$ cat src/rtl/adc_seq_pkg.sv
package adc_seq_pkg;

    typedef enum logic [2:0] {
        SEQ_PWRUP,
        SEQ_IDLE,
        SEQ_CNV,
        SEQ_BUSY,
        SEQ_READ,
        SEQ_SLEEP,
        SEQ_WAKE
    } seq_state_e;

    typedef enum logic [1:0] {
        RD_IDLE,
        RD_LOW,
        RD_HIGH
    } rd_state_e;

    // power-up hold of 70 us in clock cycles, rounded up
    function automatic int unsigned hold_cycles(input longint unsigned clk_hz);
        longint unsigned c;
        c = (clk_hz * 70 + 64'd999_999) / 64'd1_000_000;
        return int'(c);
    endfunction

endpackage

$ cat src/rtl/hold_timer.sv
module hold_timer #(
    parameter int unsigned HOLD = 14000
) (
    input  logic clk,
    input  logic rst_n,
    input  logic restart_i,
    output logic done_o
);
    localparam int unsigned CW = $clog2(HOLD + 1);
    localparam logic [CW-1:0] LIMIT = CW'(HOLD);

    logic [CW-1:0] cnt_d, cnt_q;

    always_comb begin
        cnt_d = cnt_q;
        if (restart_i)
            cnt_d = '0;
        else if (cnt_q != LIMIT)
            cnt_d = cnt_q + 1'b1;
    end

    always_ff @(posedge clk or negedge rst_n) begin
        if (!rst_n) cnt_q <= '0;
        else        cnt_q <= cnt_d;
    end

    assign done_o = (cnt_q == LIMIT);

    // the count never passes the limit and a restart clears done next cycle
    assert_timer_restart_R5: assert property (@(posedge clk) disable iff (!rst_n)
        restart_i |=> !done_o);

endmodule

$ cat src/rtl/dual_shift_rx.sv
module dual_shift_rx
    import adc_seq_pkg::*;
#(
    parameter int unsigned W    = 14,
    parameter int unsigned DIV  = 2,
    parameter int unsigned NCH  = 2
) (
    input  logic             clk,
    input  logic             rst_n,
    input  logic             go_i,
    input  logic [NCH-1:0]   sdata_i,
    output logic             cs_n_o,
    output logic             sclk_o,
    output logic             done_o,
    output logic [NCH*W-1:0] words_o
);
    localparam int unsigned DW = (DIV > 1) ? $clog2(DIV) : 1;
    localparam int unsigned BW = $clog2(W);
    localparam logic [DW-1:0] DIV_LAST = DW'(DIV - 1);
    localparam logic [BW-1:0] BIT_LAST = BW'(W - 1);

    typedef struct packed {
        rd_state_e             state;
        logic                  cs_n;
        logic                  sclk;
        logic                  done;
        logic [DW-1:0]         div;
        logic [BW-1:0]         bits;
        logic [NCH-1:0][W-1:0] sh;
    } rx_t;

    rx_t q, d;

    always_comb begin
        d = q;
        d.done = 1'b0;
        unique case (q.state)
            RD_IDLE: begin
                if (go_i) begin
                    d.state = RD_LOW;
                    d.cs_n  = 1'b0;
                    d.sclk  = 1'b0;
                    d.div   = '0;
                    d.bits  = '0;
                end
            end
            RD_LOW: begin
                if (q.div == DIV_LAST) begin
                    d.sclk  = 1'b1;
                    d.div   = '0;
                    d.state = RD_HIGH;
                    for (int c = 0; c < int'(NCH); c++)
                        d.sh[c] = {q.sh[c][W-2:0], sdata_i[c]};
                end else begin
                    d.div = q.div + 1'b1;
                end
            end
            RD_HIGH: begin
                if (q.div == DIV_LAST) begin
                    d.sclk = 1'b0;
                    d.div  = '0;
                    if (q.bits == BIT_LAST) begin
                        d.cs_n  = 1'b1;
                        d.done  = 1'b1;
                        d.state = RD_IDLE;
                    end else begin
                        d.bits  = q.bits + 1'b1;
                        d.state = RD_LOW;
                    end
                end else begin
                    d.div = q.div + 1'b1;
                end
            end
            default: d.state = RD_IDLE;
        endcase
    end

    always_ff @(posedge clk or negedge rst_n) begin
        if (!rst_n) begin
            q.state <= RD_IDLE;
            q.cs_n  <= 1'b1;
            q.sclk  <= 1'b0;
            q.done  <= 1'b0;
            q.div   <= '0;
            q.bits  <= '0;
            q.sh    <= '0;
        end else begin
            q <= d;
        end
    end

    assign cs_n_o = q.cs_n;
    assign sclk_o = q.sclk;
    assign done_o = q.done;

    for (genvar c = 0; c < int'(NCH); c++) begin : g_ch
        assign words_o[c*W +: W] = q.sh[c];
    end

    // serial clock only runs inside a chip-select window
    assert_sclk_gated_R6: assert property (@(posedge clk) disable iff (!rst_n)
        cs_n_o |-> !sclk_o);
    // the window closes together with the done strobe
    assert_done_closes_R6: assert property (@(posedge clk) disable iff (!rst_n)
        done_o |-> (cs_n_o && $past(!cs_n_o)));

endmodule

$ cat src/rtl/adc_cnv_seq.sv
module adc_cnv_seq
    import adc_seq_pkg::*;
#(
    parameter int unsigned CLK_HZ   = 200_000_000,
    parameter int unsigned DATA_W   = 14,
    parameter int unsigned SCLK_DIV = 2
) (
    input  logic              clk,
    input  logic              rst_n,
    input  logic              start_req_i,
    input  logic              low_power_i,
    input  logic              busy_i,
    output logic              cnv_n_o,
    output logic              cs_n_o,
    output logic              sclk_o,
    input  logic              sdata_a_i,
    input  logic              sdata_b_i,
    output logic [DATA_W-1:0] result_a_o,
    output logic [DATA_W-1:0] result_b_o,
    output logic              result_valid_o
);
    localparam int unsigned HOLD_CYC = hold_cycles(longint'(CLK_HZ));
    localparam int unsigned NCH      = 2;
    localparam int unsigned HCW      = $clog2(HOLD_CYC + 1);

    typedef struct packed {
        seq_state_e        state;
        logic              cnv_n;
        logic              lp;
        logic              pend;
        logic              pend_lp;
        logic [DATA_W-1:0] res_a;
        logic [DATA_W-1:0] res_b;
        logic              valid;
    } seq_t;

    seq_t q, d;

    logic                    tmr_restart, tmr_done;
    logic                    rd_go, rd_done;
    logic [NCH*DATA_W-1:0]   rd_words;
    logic                    accepting, take, take_lp;

    hold_timer #(.HOLD(HOLD_CYC)) u_hold (
        .clk       (clk),
        .rst_n     (rst_n),
        .restart_i (tmr_restart),
        .done_o    (tmr_done)
    );

    dual_shift_rx #(.W(DATA_W), .DIV(SCLK_DIV), .NCH(NCH)) u_rx (
        .clk     (clk),
        .rst_n   (rst_n),
        .go_i    (rd_go),
        .sdata_i ({sdata_b_i, sdata_a_i}),
        .cs_n_o  (cs_n_o),
        .sclk_o  (sclk_o),
        .done_o  (rd_done),
        .words_o (rd_words)
    );

    always_comb begin
        d           = q;
        d.valid     = 1'b0;
        rd_go       = 1'b0;
        tmr_restart = 1'b0;
        accepting   = ((q.state == SEQ_IDLE) && !busy_i) || (q.state == SEQ_SLEEP);
        take        = start_req_i || q.pend;
        take_lp     = start_req_i ? low_power_i : q.pend_lp;

        if (start_req_i && !accepting) begin
            d.pend    = 1'b1;
            d.pend_lp = low_power_i;
        end

        unique case (q.state)
            SEQ_PWRUP: begin
                d.cnv_n = 1'b1;
                if (tmr_done) d.state = SEQ_IDLE;
            end
            SEQ_IDLE: begin
                if (take && !busy_i) begin
                    d.state = SEQ_CNV;
                    d.cnv_n = 1'b0;
                    d.lp    = take_lp;
                    d.pend  = 1'b0;
                end
            end
            SEQ_CNV: begin
                if (busy_i) begin
                    d.state = SEQ_BUSY;
                    if (!q.lp) d.cnv_n = 1'b1;
                end
            end
            SEQ_BUSY: begin
                if (!busy_i) begin
                    d.state = SEQ_READ;
                    rd_go   = 1'b1;
                end
            end
            SEQ_READ: begin
                if (rd_done) begin
                    d.res_a = rd_words[0 +: DATA_W];
                    d.res_b = rd_words[DATA_W +: DATA_W];
                    d.valid = 1'b1;
                    d.state = q.lp ? SEQ_SLEEP : SEQ_IDLE;
                end
            end
            SEQ_SLEEP: begin
                if (take) begin
                    d.state     = SEQ_WAKE;
                    d.cnv_n     = 1'b1;
                    d.lp        = take_lp;
                    d.pend      = 1'b0;
                    tmr_restart = 1'b1;
                end
            end
            SEQ_WAKE: begin
                if (tmr_done) begin
                    d.state = SEQ_CNV;
                    d.cnv_n = 1'b0;
                end
            end
            default: d.state = SEQ_PWRUP;
        endcase
    end

    always_ff @(posedge clk or negedge rst_n) begin
        if (!rst_n) begin
            q.state   <= SEQ_PWRUP;
            q.cnv_n   <= 1'b1;
            q.lp      <= 1'b0;
            q.pend    <= 1'b0;
            q.pend_lp <= 1'b0;
            q.res_a   <= '0;
            q.res_b   <= '0;
            q.valid   <= 1'b0;
        end else begin
            q <= d;
        end
    end

    assign cnv_n_o        = q.cnv_n;
    assign result_a_o     = q.res_a;
    assign result_b_o     = q.res_b;
    assign result_valid_o = q.valid;

    // ---- checking logic: high-time of the start line and wake obligation
    logic [HCW-1:0] chk_high_q;
    logic           chk_need_q;

    always_ff @(posedge clk or negedge rst_n) begin
        if (!rst_n) begin
            chk_high_q <= '0;
            chk_need_q <= 1'b1;
        end else begin
            if (!cnv_n_o)
                chk_high_q <= '0;
            else if (chk_high_q != HCW'(HOLD_CYC))
                chk_high_q <= chk_high_q + 1'b1;
            if (q.state == SEQ_SLEEP)
                chk_need_q <= 1'b1;
            else if (!cnv_n_o)
                chk_need_q <= 1'b0;
        end
    end

    // after reset or a wake the start line was high for the full hold
    assert_wake_hold_R5: assert property (@(posedge clk) disable iff (!rst_n)
        ($fell(cnv_n_o) && chk_need_q) |-> (chk_high_q == HCW'(HOLD_CYC)));
    // no start edge while the converter is busy
    assert_no_start_busy_R2: assert property (@(posedge clk) disable iff (!rst_n)
        $fell(cnv_n_o) |-> !busy_i);
    // normal mode keeps the line high across the end of conversion
    assert_stay_powered_R3: assert property (@(posedge clk) disable iff (!rst_n)
        ($fell(busy_i) && !q.lp) |-> (cnv_n_o && $past(cnv_n_o)));
    // low-power mode leaves the line low across the end of conversion
    assert_enter_sleep_R4: assert property (@(posedge clk) disable iff (!rst_n)
        ($fell(busy_i) && q.lp) |-> (!cnv_n_o && $past(!cnv_n_o)));
    // never read while converting
    assert_no_read_busy_R6: assert property (@(posedge clk) disable iff (!rst_n)
        busy_i |-> cs_n_o);
    // strobe lasts a single cycle
    assert_valid_pulse_R7: assert property (@(posedge clk) disable iff (!rst_n)
        result_valid_o |=> !result_valid_o);
    // results stay put between strobes
    assert_result_hold_R7: assert property (@(posedge clk) disable iff (!rst_n)
        !result_valid_o |-> ($stable(result_a_o) && $stable(result_b_o)));

endmodule

$ cat config.mk
export PLATFORM = sky130hd
export DESIGN_NAME = adc_cnv_seq
export DESIGN_NICKNAME = d
export VERILOG_FILES = /design/src/rtl/adc_seq_pkg.sv /design/src/rtl/hold_timer.sv /design/src/rtl/dual_shift_rx.sv /design/src/rtl/adc_cnv_seq.sv
export SDC_FILE = /design/constraint.sdc
export NUM_CORES = 1
export LEC_CHECK = 0
export ABC_AREA = 1
export ABC_CLOCK_PERIOD_IN_PS = 4200
export BUFFER_PORTS_ARGS = -buffer_cell sky130_fd_sc_hd__buf_4
export CAP_MARGIN = 20
export CORE_MARGIN = 2
export CORE_UTILIZATION = 40
export CTS_CLUSTER_DIAMETER = 30
export DETAILED_ROUTE_END_ITERATION = 6
export SLEW_MARGIN = 20
export SYNTH_ARGS = -nofsm -noshare
export SYNTH_HDL_FRONTEND = slang
export SYNTH_HIERARCHICAL = 1
export SYNTH_SLANG_ARGS = --single-unit
$ cat constraint.sdc
create_clock -name clk -period 4.2 [get_ports clk]
set_clock_uncertainty 0.15 [all_clocks]
set_input_delay 0.63 -clock clk [delete_from_list [all_inputs] [get_ports clk]]
set_output_delay 0.63 -clock clk [all_outputs]
set_load 0.05 [all_outputs]
==> impl_table.tex, run 1 <==
\begin{tabular}{lr}
\hline
Metric & Value \\
\hline
\multicolumn{2}{l}{\textbf{Synthesis}} \\
Cell types occupying the most area after synthesis & sky130\_fd\_sc\_hd\_\_dfrtp\_1, sky130\_fd\_sc\_hd\_\_nand2\_1, sky130\_fd\_sc\_hd\_\_buf\_4, sky130\_fd\_sc\_hd\_\_mux2\_4, sky130\_fd\_sc\_hd\_\_nor2\_1 \\
Proportion of netlist area held by the largest area contributor & 44.8\% \\
Synthesized net count & 561 \\
Most common library cells after synthesis & sky130\_fd\_sc\_hd\_\_nand2\_1, sky130\_fd\_sc\_hd\_\_dfrtp\_1, sky130\_fd\_sc\_hd\_\_buf\_4 \\
Register area share after synthesis & 45.9\% \\
Yosys warning count & 6 \\
Syn avg cell area & 8.81 um2 \\
Leading area contributor after synthesis & sky130\_fd\_sc\_hd\_\_dfrtp\_1 \\
Number of distinct library cells after synthesis & 27 \\
Top FF cell, synth & sky130\_fd\_sc\_hd\_\_dfrtp\_1 \\
Number of flops mapped to enable cells by yosys & 0 \\
Cells after synthesis & 545 \\
Top-count cell post-synth & sky130\_fd\_sc\_hd\_\_nand2\_1 \\
Total of flip-flops plus latches after synthesis & 88 \\
Cell area after synthesis & 4800 um2 \\
Share of async-settable or async-resettable flops after synthesis & 100\% \\
\multicolumn{2}{l}{\textbf{Clock network}} \\
Sinks on the clock net & 88 \\
Clock tree from TritonCTS & built \\
Number of buffers inserted for hold repair after clock tree synthesis & 0 \\
Post-CTS setup buffers & 0 \\
Skew-Pair Late Insertion Delay & 330 ps \\
Register clock-pin slew on the reported worst setup and hold paths & 60 ps \\
Buffer levels on the longest clock path & 2 \\
Number of buffers inserted during clock tree synthesis & 9 \\
Maximum level of the CTS H-tree & 3 \\
Clock root buffer & sky130\_fd\_sc\_hd\_\_clkbuf\_16 \\
Resized Gates After CTS & 0 \\
\multicolumn{2}{l}{\textbf{Floorplanning}} \\
Die Wd & 114 um \\
Site Rows & 40 \\
Top-Level Pins & 39 \\
Total die area & 12900 um2 \\
Starting density of the core & 40.5\% \\
Total core area & 11900 um2 \\
DIE HEIGHT & 114 um \\
\multicolumn{2}{l}{\textbf{Pwr}} \\
Power per standard cell area & 351 nW/um2 \\
Switching part of the total power & 20.7\% \\
P\_sw & 0.368 mW \\
IR Drop Worst-Case VDD & 0.213 mV \\
Pint & 1.41 mW \\
Combinational power share & 2.5\% \\
Reg power frac & 49.3\% \\
Share of power burned in the clock network & 48.2\% \\
Standby leakage power & 2.74 nW \\
Power Total & 1.77 mW \\
\multicolumn{2}{l}{\textbf{Global route}} \\
Residual overflow from global routing & 0 \\
Antenna violations before repair & 0 \\
Met1 Track Usage GR & 18.6\% \\
Layer with the highest usage after global routing & met2 \\
Pin count of the biggest net entering global routing & 59 \\
Global routing usage on met2 & 22.8\% \\
Met3 Resource Use GR & 2.82\% \\
Total track usage & 14.0\% \\
Wire length of the first global-routing pass & 14600 um \\
Via count of the first global-routing pass & 3142 \\
\multicolumn{2}{l}{\textbf{Drt}} \\
1st-iter DRT viols & 157 \\
DRC violations left & 0 \\
Routed WL per cell & 12.2 um \\
Drt via density & 4.70 \\
Wire length after detailed routing & 8200 um \\
Detailed-routing iteration count for the pre-antenna-repair pass & 4 \\
Post-DRT Antenna Nets & 0 \\
Vias & 3171 \\
\multicolumn{2}{l}{\textbf{Min path}} \\
Class of the worst hold path & in -> async \\
\multicolumn{2}{l}{\textbf{Worst setup path}} \\
Data required, critical path & 4270 ps \\
Delay of the slowest critical-path stage & 520 ps \\
FF-to-FF setup slack & 2150 ps \\
Critical-path cell list & inv\_1 -> ha\_1 -> nand2\_2 -> mux2\_4 \\
Reg-to-reg critical path endpoint & u\_rx/words\_o[2] \\
R2R depth & 4 \\
Classification of the worst setup path & reg -> reg \\
Cell type of the slowest stage on the worst timing path & sky130\_fd\_sc\_hd\_\_nand2\_2 \\
Max Fanout on Critical Path & 30 \\
Critical Path Sink Type & flop \\
Critical path data arrival time & 2120 ps \\
Launch point of the worst reg-to-reg path & u\_rx/q[37] \\
Kind of launch point of the worst setup path & flop \\
\multicolumn{2}{l}{\textbf{Placed design}} \\
Placed Cells & 660 \\
Placed cell areas & 4730 um2 \\
Total of buffers placed on input and output ports & 38 \\
Total half-perimeter wirelength after legalization and detailed placement & 5730 um \\
Final weighted congestion in routability-driven placement & 0.866 \\
\multicolumn{2}{l}{\textbf{Timing}} \\
FMAX & 488 MHz \\
Final setup fails & 0 \\
Slew of the pin with the lowest slew margin & 957 ps \\
Unrepaired setup endpoints after global routing & false \\
Number of hold violations in the final report & 0 \\
Total Neg Setup Slack & 0 ps \\
Fin. max-slew vios & 0 \\
Final worst path period need & 2050 ps \\
Period utilization & 48.8\% \\
Worst slew margin & 36.2\% \\
\multicolumn{2}{l}{\textbf{Layout}} \\
Layout area overhead & 5.16\% \\
Final non-filler cell area & 5050 um2 \\
Ratio of cells with drive above 1 in the final layout & 20.8\% \\
Number of nets in the finished design & 540 \\
Final std cells w/o fill & 675 \\
Antenna fix cells & 0 \\
Utilization after layout & 42.6\% \\
\multicolumn{2}{l}{\textbf{Run}} \\
Max-cap violations & 0 \\
\multicolumn{2}{l}{\textbf{Run status}} \\
Run status & complete, no violations \\
\hline
\end{tabular}
[worst max-delay path by stage]
| stage | from | to | slack (ps) | cells past startpoint |
|---|---|---|---|---|
| 2_1_floorplan | u_hold/cnt_q[0] | q[35] | 2540 | 13 |
| 3_3_place_gp | q[34] | result_a_o[12] | 2250 | 5 |
| 3_5_place_dp | u_rx/q[37] | u_rx/words_o[8] | 2170 | 4 |
| 4_1_cts | u_rx/q[37] | u_rx/words_o[26] | 2160 | 4 |
| 5_1_grt | q[34] | u_hold/cnt_q[4] | 2040 | 8 |
| 6_report | u_rx/q[37] | u_rx/words_o[2] | 2150 | 4 |
[metal layers]
layer  part of all wire (%)  wire length (um)  up-vias
met5                      0                 0        -
met4                    1.3               107        0
met3                    2.8               231        7
met2                     48              3900       26
met1                     48              3970     1521
li1                       -                 -     1617
[logic make-up (layout without fill, tap and decap cells)]
logic type,after synthesis,count (layout),synth area share [%]
and+or+nand+nor,250,250,22.6
DFF,88,88,45.9
xor gates and xnor gates,2,2,0.365
AOI/OAI and AO/OA,51,51,5.47
adders and majority gates,9,9,2.35
buffers and inverters,119,102,15.1
muxes,26,26,8.13
[placed cells by master (no fill, tap or decap)]
cell type,count
sky130_fd_sc_hd__nand2_4,1
sky130_fd_sc_hd__o21ai_0,29
sky130_fd_sc_hd__nor2_4,4
sky130_fd_sc_hd__nand3_2,2
sky130_fd_sc_hd__bufinv_16,2
sky130_fd_sc_hd__nor2_8,1
sky130_fd_sc_hd__inv_2,4
sky130_fd_sc_hd__xor2_1,1
sky130_fd_sc_hd__xnor2_1,1
sky130_fd_sc_hd__dfrtp_1,86
sky130_fd_sc_hd__nand3_1,25
sky130_fd_sc_hd__ha_1,9
sky130_fd_sc_hd__inv_6,2
sky130_fd_sc_hd__clkinvlp_4,2
sky130_fd_sc_hd__a21oi_2,2
sky130_fd_sc_hd__nand2_2,7
sky130_fd_sc_hd__buf_4,39
sky130_fd_sc_hd__a21oi_1,10
sky130_fd_sc_hd__clkbuf_16,9
sky130_fd_sc_hd__nor2_1,49
sky130_fd_sc_hd__nand2_1,148
sky130_fd_sc_hd__mux2_4,26
sky130_fd_sc_hd__o21ai_1,10
sky130_fd_sc_hd__dfstp_2,2
sky130_fd_sc_hd__nor2_2,7
sky130_fd_sc_hd__inv_1,44
sky130_fd_sc_hd__nand3b_1,1
sky130_fd_sc_hd__nand4_1,5
[critical path, delay by kind of cell (launching register included)]
| kind | cells | cell delay (ps) |
|---|---|---|
| buffers and inverters | 1 | 140 |
| multiplexers | 1 | 500 |
| adder cells (fa/ha/maj) | 1 | 220 |
| flip-flops | 1 | 400 |
| AND/OR/NAND/NOR | 1 | 520 |
[per-stage QoR]
stage / setup slack, ps / hold WS (ps)
detailed placement: 2170 / 304
CTS: 2160 / 237
global placement: 2250 / 303
floorplan: 2540 / 184
finish: 2150 / 193
global route: 2040 / 268
[final cells by class]
class	instances	area, um2
Fill cell	1139	6810
Multi-Input combinational cell	338	1870
Clock buffer	9	225
Tap cell	147	184
Timing Repair Buffer	39	293
Inverter	48	180
Clock inverter	6	92.6
Sequential cell	88	2200
[power by group through the flow]
stage	sequential [mW]	clock, mW	combinational, mW
finish	0.874	0.854	0.0449
global route	0.875	0.917	0.0520
CTS	0.874	0.879	0.0469
detailed placement	0.889	0	0.0470
global placement	0.889	0	0.0455
floorplan	0.886	0	0.0383
[state kept, by name, indices dropped and copies added, names as in the netlist]
name,count
u_rx/words_o,28
result_a_o,14
result_b_o,14
u_hold/cnt_q,14
u_rx/q,7
q,6
cnv_n_o,1
result_valid_o,1
u_rx/cs_n_o,1
u_rx/done_o,1
u_rx/sclk_o,1
No activity file was read; power rests on OpenSTA's default activity.
==> run 2: changes to the inputs <==
ABC_CLOCK_PERIOD_IN_PS = 2000   (was 4200)
clock period = 2 ns   (was 4.2 ns; I/O delays follow)
==> run 2 against run 1 <==
Against the previous run: non-clock buffer count is 10 higher; core utilization is 0.90 points higher; via count is 1.9% higher; fmax is 13% higher; total power is 110% higher; critical path depth is 9 higher; clock-buffer cell count is 2 higher; wire length is 4.1% higher; final cell count is 1.5% higher; register-to-register slack worse by 2000 ps; sequential cell count stayed put.
==> impl_table.tex, run 2 (same netlist as run 1, synthesis figures left out) <==
\begin{tabular}{lr}
\hline
Metric & Value \\
\hline
\multicolumn{2}{l}{\textbf{Run status}} \\
Run status & complete, no violations \\
\multicolumn{2}{l}{\textbf{Clock network}} \\
Sinks on the clock net & 88 \\
Clock tree from TritonCTS & built \\
Register clock-pin slew on the reported worst setup and hold paths & 60 ps \\
Maximum level of the CTS H-tree & 3 \\
Skew-Pair Late Insertion Delay & 330 ps \\
Clock root buffer & sky130\_fd\_sc\_hd\_\_clkbuf\_16 \\
Post-CTS setup buffers & 0 \\
Buffer levels on the longest clock path & 2 \\
Number of buffers inserted during clock tree synthesis & 9 \\
\multicolumn{2}{l}{\textbf{Pwr}} \\
IR Drop Worst-Case VDD & 0.374 mV \\
Standby leakage power & 2.79 nW \\
Power Total & 3.64 mW \\
Power per standard cell area & 707 nW/um2 \\
\multicolumn{2}{l}{\textbf{Timing}} \\
Total Neg Setup Slack & 0 ps \\
Final worst path period need & 1820 ps \\
Post-route worst setup slack & 180 ps \\
Fin. max-slew vios & 0 \\
FMAX & 549 MHz \\
Number of hold violations in the final report & 0 \\
Worst slew margin & 69.4\% \\
Slew of the pin with the lowest slew margin & 459 ps \\
Unrepaired setup endpoints after global routing & false \\
Period utilization & 91.0\% \\
Final setup fails & 0 \\
\multicolumn{2}{l}{\textbf{Placed design}} \\
Total of buffers placed on input and output ports & 38 \\
Total half-perimeter wirelength after legalization and detailed placement & 5970 um \\
Placed cell areas & 4840 um2 \\
Final weighted congestion in routability-driven placement & 0.835 \\
Worst setup slack after placement & 160 ps \\
\multicolumn{2}{l}{\textbf{Global route}} \\
Via count of the first global-routing pass & 3199 \\
Residual overflow from global routing & 0 \\
Pin count of the biggest net entering global routing & 33 \\
Wire length of the first global-routing pass & 14700 um \\
Total track usage & 14.1\% \\
Antenna violations before repair & 0 \\
\multicolumn{2}{l}{\textbf{Drt}} \\
1st-iter DRT viols & 107 \\
Routed WL per cell & 12.5 um \\
DRC violations left & 0 \\
Post-DRT Antenna Nets & 0 \\
Vias & 3230 \\
Detailed-routing iteration count for the pre-antenna-repair pass & 4 \\
Wire length after detailed routing & 8540 um \\
Drt via density & 4.72 \\
\multicolumn{2}{l}{\textbf{Layout}} \\
Flip-flop count of the largest register, all copies and words added & 28 \\
Final non-filler cell area & 5160 um2 \\
Leading cell type in the layout, fill and taps excluded & sky130\_fd\_sc\_hd\_\_nand2\_1 \\
Layout area overhead & 7.37\% \\
Antenna fix cells & 0 \\
Number of nets in the finished design & 550 \\
Utilization after layout & 43.5\% \\
Commonest cells after routing, fill and taps aside & sky130\_fd\_sc\_hd\_\_nand2\_1, sky130\_fd\_sc\_hd\_\_dfrtp\_1, sky130\_fd\_sc\_hd\_\_nor2\_1 \\
Ratio of cells with drive above 1 in the final layout & 22.5\% \\
\multicolumn{2}{l}{\textbf{Worst setup path}} \\
Buf+Inv Stages, Crit Path & 3 \\
Critical Path Sink Type & flop \\
Delay of the slowest critical-path stage & 430 ps \\
R2R depth & 13 \\
Data required, critical path & 2080 ps \\
Critical path data arrival time & 1900 ps \\
Reg-to-reg critical path endpoint & q[33] \\
FF-to-FF setup slack & 180 ps \\
Timing startpoint of the critical path & u\_hold/cnt\_q[0] \\
Max Fanout on Critical Path & 4 \\
Critical path's most frequent cell & sky130\_fd\_sc\_hd\_\_nand2\_1 \\
Largest delay contributor family on the critical path & simple AND/OR/NAND/NOR gates \\
Kind of launch point of the worst setup path & flop \\
Launch point of the worst reg-to-reg path & u\_hold/cnt\_q[0] \\
Classification of the worst setup path & reg -> reg \\
Cell type of the slowest stage on the worst timing path & sky130\_fd\_sc\_hd\_\_dfrtp\_1 \\
Critical-path cell list & inv\_2 -> ha\_2 -> nand4\_1 -> nor2\_1 -> nand2\_1 -> inv\_1 -> inv\_1 -> nand2\_1 -> nand2\_1 -> nor2\_4 -> nand2\_2 -> nand2\_1 -> nand2\_1 \\
\multicolumn{2}{l}{\textbf{Min path}} \\
Class of the worst hold path & in -> reg \\
Hold Path Depth & 2 \\
Sink of the worst hold path & u\_rx/words\_o[0] \\
Beginning of the worst hold path & sdata\_a\_i \\
\multicolumn{2}{l}{\textbf{Floorplanning}} \\
DIE HEIGHT & 114 um \\
Top-Level Pins & 39 \\
Die Wd & 114 um \\
Site Rows & 40 \\
Total core area & 11900 um2 \\
Starting density of the core & 40.5\% \\
Total die area & 12900 um2 \\
\multicolumn{2}{l}{\textbf{Run}} \\
Max-cap violations & 0 \\
\hline
\end{tabular}
==> run 2: what timing repair did <==
action	CTS	global route
endpoints found under the hold margin	29	0
endpoints found under the setup margin	0	3
hold buffers	1	0
gates resized for setup	0	2
==> run 2: final cells by class <==
type	count	area [um2]
clock inverter	4	53.8
tap	147	184
clock buffer	11	253
inverter	48	180
timing repair buffer	49	408
multi-input combinational	338	1870
fill	1155	6710
sequential	88	2200
==> run 2: worst max-delay path by stage <==
| stage | end | slack, ps | cells after the start |
|---|---|---|---|
| floorplan | q[35] | 340 | 13 |
| global placement | q[33] | 250 | 13 |
| detailed placement | q[33] | 160 | 13 |
| CTS | q[33] | 140 | 13 |
| global route | q[34] | 20 | 13 |
| finish | q[33] | 180 | 13 |
==> run 2: worst register-to-register path, stage by stage (launching register included) <==
cell                      delay (ps)
sky130_fd_sc_hd__dfrtp_1         430
sky130_fd_sc_hd__inv_2           100
sky130_fd_sc_hd__ha_2            200
sky130_fd_sc_hd__nand4_1         100
sky130_fd_sc_hd__nor2_1          100
sky130_fd_sc_hd__nand2_1          70
sky130_fd_sc_hd__inv_1            50
sky130_fd_sc_hd__inv_1            40
sky130_fd_sc_hd__nand2_1          80
sky130_fd_sc_hd__nand2_1          90
sky130_fd_sc_hd__nor2_4          130
sky130_fd_sc_hd__nand2_2          70
sky130_fd_sc_hd__nand2_1          60
sky130_fd_sc_hd__nand2_1          50
==> run 2: metal layers <==
metal	vias to the layer above	GRT usage, %	part of all wire (%)
met2	45	23.2	48
li1	1631	-	-
met4	0	6.10	1.7
met1	1541	18.4	47
met5	-	0	0
met3	13	2.28	2.9
==> run 2: power breakdown <==
part	internal [mW]	switching [mW]	leakage, nW
clock	1.03	0.674	0.144
combinational	0.0514	0.0524	1.53
sequential	1.81	0.0245	1.11
==> run 2: stage by stage <==
step / hold WS [ps] / instances
after floorplan: -146 / 545
after global placement: 121 / 669
after detailed placement: 128 / 669
after CTS: 34.8 / 685
after global routing: 46.4 / 685
final: 49.5 / 685
==> run 3: changes to the inputs <==
CELL_PAD_IN_SITES_DETAIL_PLACEMENT = 0   (was not set)
CELL_PAD_IN_SITES_GLOBAL_PLACEMENT = 1   (was not set)
PLACE_DENSITY_LB_ADDON = 0.1   (was not set)
==> run 3 against run 2 <==
Against the previous run: sequential power about the same; total power increased by 0.18%; combinational power about the same; die area unchanged; register-to-register slack better by 30 ps; sequential share of layout area about the same; first-iteration DRC count increased by 57%; global-route usage rose by 0.94 points; highest routed layer unchanged; clock-buffer cell count is 1 higher; critical path depth unchanged; sequential cell count unchanged.
==> impl_table.tex, run 3 (same netlist as run 1, synthesis figures left out) <==
\begin{tabular}{lr}
\hline
Metric & Value \\
\hline
\multicolumn{2}{l}{\textbf{Worst setup path}} \\
Classification of the worst setup path & reg -> reg \\
Kind of launch point of the worst setup path & flop \\
Critical Path Sink Type & flop \\
Largest delay contributor family on the critical path & simple AND/OR/NAND/NOR gates \\
Critical path data arrival time & 1870 ps \\
Critical path's most frequent cell & sky130\_fd\_sc\_hd\_\_nand2\_1 \\
Data required, critical path & 2080 ps \\
Critical-path cell list & inv\_2 -> ha\_2 -> nand4\_1 -> nor2\_1 -> nand2\_1 -> inv\_1 -> inv\_1 -> nand2\_1 -> nand2\_1 -> nor2\_4 -> nand2\_2 -> nand2\_1 -> nand2\_1 \\
Buf+Inv Stages, Crit Path & 3 \\
Max Fanout on Critical Path & 4 \\
Cell type of the slowest stage on the worst timing path & sky130\_fd\_sc\_hd\_\_dfrtp\_1 \\
Delay of the slowest critical-path stage & 420 ps \\
\multicolumn{2}{l}{\textbf{Clock network}} \\
Sinks on the clock net & 88 \\
Maximum level of the CTS H-tree & 3 \\
Register clock-pin slew on the reported worst setup and hold paths & 60 ps \\
Skew-Pair Late Insertion Delay & 340 ps \\
Buffer levels on the longest clock path & 2 \\
Clock root buffer & sky130\_fd\_sc\_hd\_\_clkbuf\_16 \\
Number of buffers inserted during clock tree synthesis & 9 \\
Clock tree from TritonCTS & built \\
\multicolumn{2}{l}{\textbf{Global route}} \\
Via count of the first global-routing pass & 3166 \\
Residual overflow from global routing & 0 \\
Wire length of the first global-routing pass & 15200 um \\
Global routing usage on met2 & 23.2\% \\
Met3 Resource Use GR & 2.92\% \\
Met1 Track Usage GR & 20.4\% \\
Layer with the highest usage after global routing & met2 \\
Pin count of the biggest net entering global routing & 42 \\
Antenna violations before repair & 0 \\
Total track usage & 15.0\% \\
\multicolumn{2}{l}{\textbf{Timing}} \\
Period utilization & 89.6\% \\
Number of hold violations in the final report & 0 \\
Unrepaired setup endpoints after global routing & false \\
Slew of the pin with the lowest slew margin & 456 ps \\
Final worst path period need & 1790 ps \\
Worst slew margin & 69.5\% \\
Fin. max-slew vios & 0 \\
Final setup fails & 0 \\
Total Neg Setup Slack & 0 ps \\
FMAX & 558 MHz \\
\multicolumn{2}{l}{\textbf{Placed design}} \\
Placed cell areas & 4840 um2 \\
Total half-perimeter wirelength after legalization and detailed placement & 5970 um \\
Final weighted congestion in routability-driven placement & 0.816 \\
Total of buffers placed on input and output ports & 38 \\
\multicolumn{2}{l}{\textbf{Floorplanning}} \\
Total die area & 12900 um2 \\
Site Rows & 40 \\
Starting density of the core & 40.5\% \\
Top-Level Pins & 39 \\
DIE HEIGHT & 114 um \\
Die Wd & 114 um \\
Total core area & 11900 um2 \\
\multicolumn{2}{l}{\textbf{Layout}} \\
Fillers & 1200 \\
Leading cell type in the layout, fill and taps excluded & sky130\_fd\_sc\_hd\_\_nand2\_1 \\
Flip-flop count of the largest register, all copies and words added & 28 \\
Layout area overhead & 7.40\% \\
Number of nets in the finished design & 551 \\
Commonest cells after routing, fill and taps aside & sky130\_fd\_sc\_hd\_\_nand2\_1, sky130\_fd\_sc\_hd\_\_dfrtp\_1, sky130\_fd\_sc\_hd\_\_nor2\_1 \\
Antenna fix cells & 0 \\
Ratio of cells with drive above 1 in the final layout & 22.4\% \\
Final non-filler cell area & 5160 um2 \\
Utilization after layout & 43.5\% \\
\multicolumn{2}{l}{\textbf{Drt}} \\
Detailed-routing iteration count for the pre-antenna-repair pass & 4 \\
Post-DRT Antenna Nets & 0 \\
DRC violations left & 0 \\
Vias & 3154 \\
Wire length after detailed routing & 8660 um \\
Routed WL per cell & 12.6 um \\
1st-iter DRT viols & 168 \\
Drt via density & 4.59 \\
\multicolumn{2}{l}{\textbf{Pwr}} \\
Power per standard cell area & 708 nW/um2 \\
Standby leakage power & 2.79 nW \\
IR Drop Worst-Case VDD & 0.282 mV \\
Power Total & 3.65 mW \\
\multicolumn{2}{l}{\textbf{Min path}} \\
Class of the worst hold path & in -> reg \\
\multicolumn{2}{l}{\textbf{Run status}} \\
Run status & complete, no violations \\
\multicolumn{2}{l}{\textbf{Run}} \\
Max-cap violations & 0 \\
\hline
\end{tabular}
[run 3: stage by stage]
step / hold WS (ps) / cells / setup WS (ps)
2_1_floorplan: -146 / 545 / 338
3_3_place_gp: 46.7 / 670 / 230
3_5_place_dp: 44.5 / 670 / 154
4_1_cts: 29.2 / 687 / 150
5_1_grt: 23.4 / 687 / 7.77
6_report: 38.7 / 687 / 209
[run 3: final timing paths]
path                            cells after the start  slack (ps)       startpoint               end
worst min register to register                      2         310          cnv_n_o           cnv_n_o
worst max-delay path                               13         210  u_hold/cnt_q[0]             q[34]
max in group asynchronous                           3         920            rst_n       u_rx/cs_n_o
worst min-delay path                                2          40        sdata_a_i   u_rx/words_o[0]
min in group asynchronous                           2         210            rst_n  u_hold/cnt_q[10]
worst max register to register                     13         210  u_hold/cnt_q[0]             q[34]
[run 3: where the power goes]
part           internal [mW]  switching, mW  leakage, nW
Sequential              1.81         0.0237         1.11
Combinational         0.0515         0.0519         1.54
Clock                   1.01          0.707        0.139
Total                   2.87          0.783         2.79
[run 3: layout make-up]
cell class / count / area [um2] / area share, %
well taps: 147 / 184 / 3.57
flip-flops and latches: 88 / 2200 / 42.7
multi-input cells: 338 / 1870 / 36.3
clock inverters: 4 / 53.8 / 1.04
inverters: 48 / 180 / 3.49
repair buffers: 50 / 415 / 8.05
clock buffers: 12 / 246 / 4.78
[run 3: worst reg2reg max path, stage by stage (launching register included)]
cell and delay [ps]:
sky130_fd_sc_hd__dfrtp_1 420, sky130_fd_sc_hd__inv_2 90, sky130_fd_sc_hd__ha_2 190, sky130_fd_sc_hd__nand4_1 100, sky130_fd_sc_hd__nor2_1 100, sky130_fd_sc_hd__nand2_1 70
sky130_fd_sc_hd__inv_1 60, sky130_fd_sc_hd__inv_1 40, sky130_fd_sc_hd__nand2_1 80, sky130_fd_sc_hd__nand2_1 80, sky130_fd_sc_hd__nor2_4 120, sky130_fd_sc_hd__nand2_2 70
sky130_fd_sc_hd__nand2_1 60, sky130_fd_sc_hd__nand2_1 50
[run 3: timing repair]
| action | 4_1_cts | 5_1_grt |
|---|---|---|
| setup endpoints to repair | 0 | 3 |
| resized for setup | 0 | 2 |
| setup buffers | 0 | 0 |
| endpoints found under the hold margin | 55 | 0 |
| hold buffers | 1 | 0 |
[run 3: per-layer routing]
metal,routed length (um),vias up
met2,3940,31
met3,226,12
met5,0,-
met4,188,0
li1,-,1636
met1,4310,1475
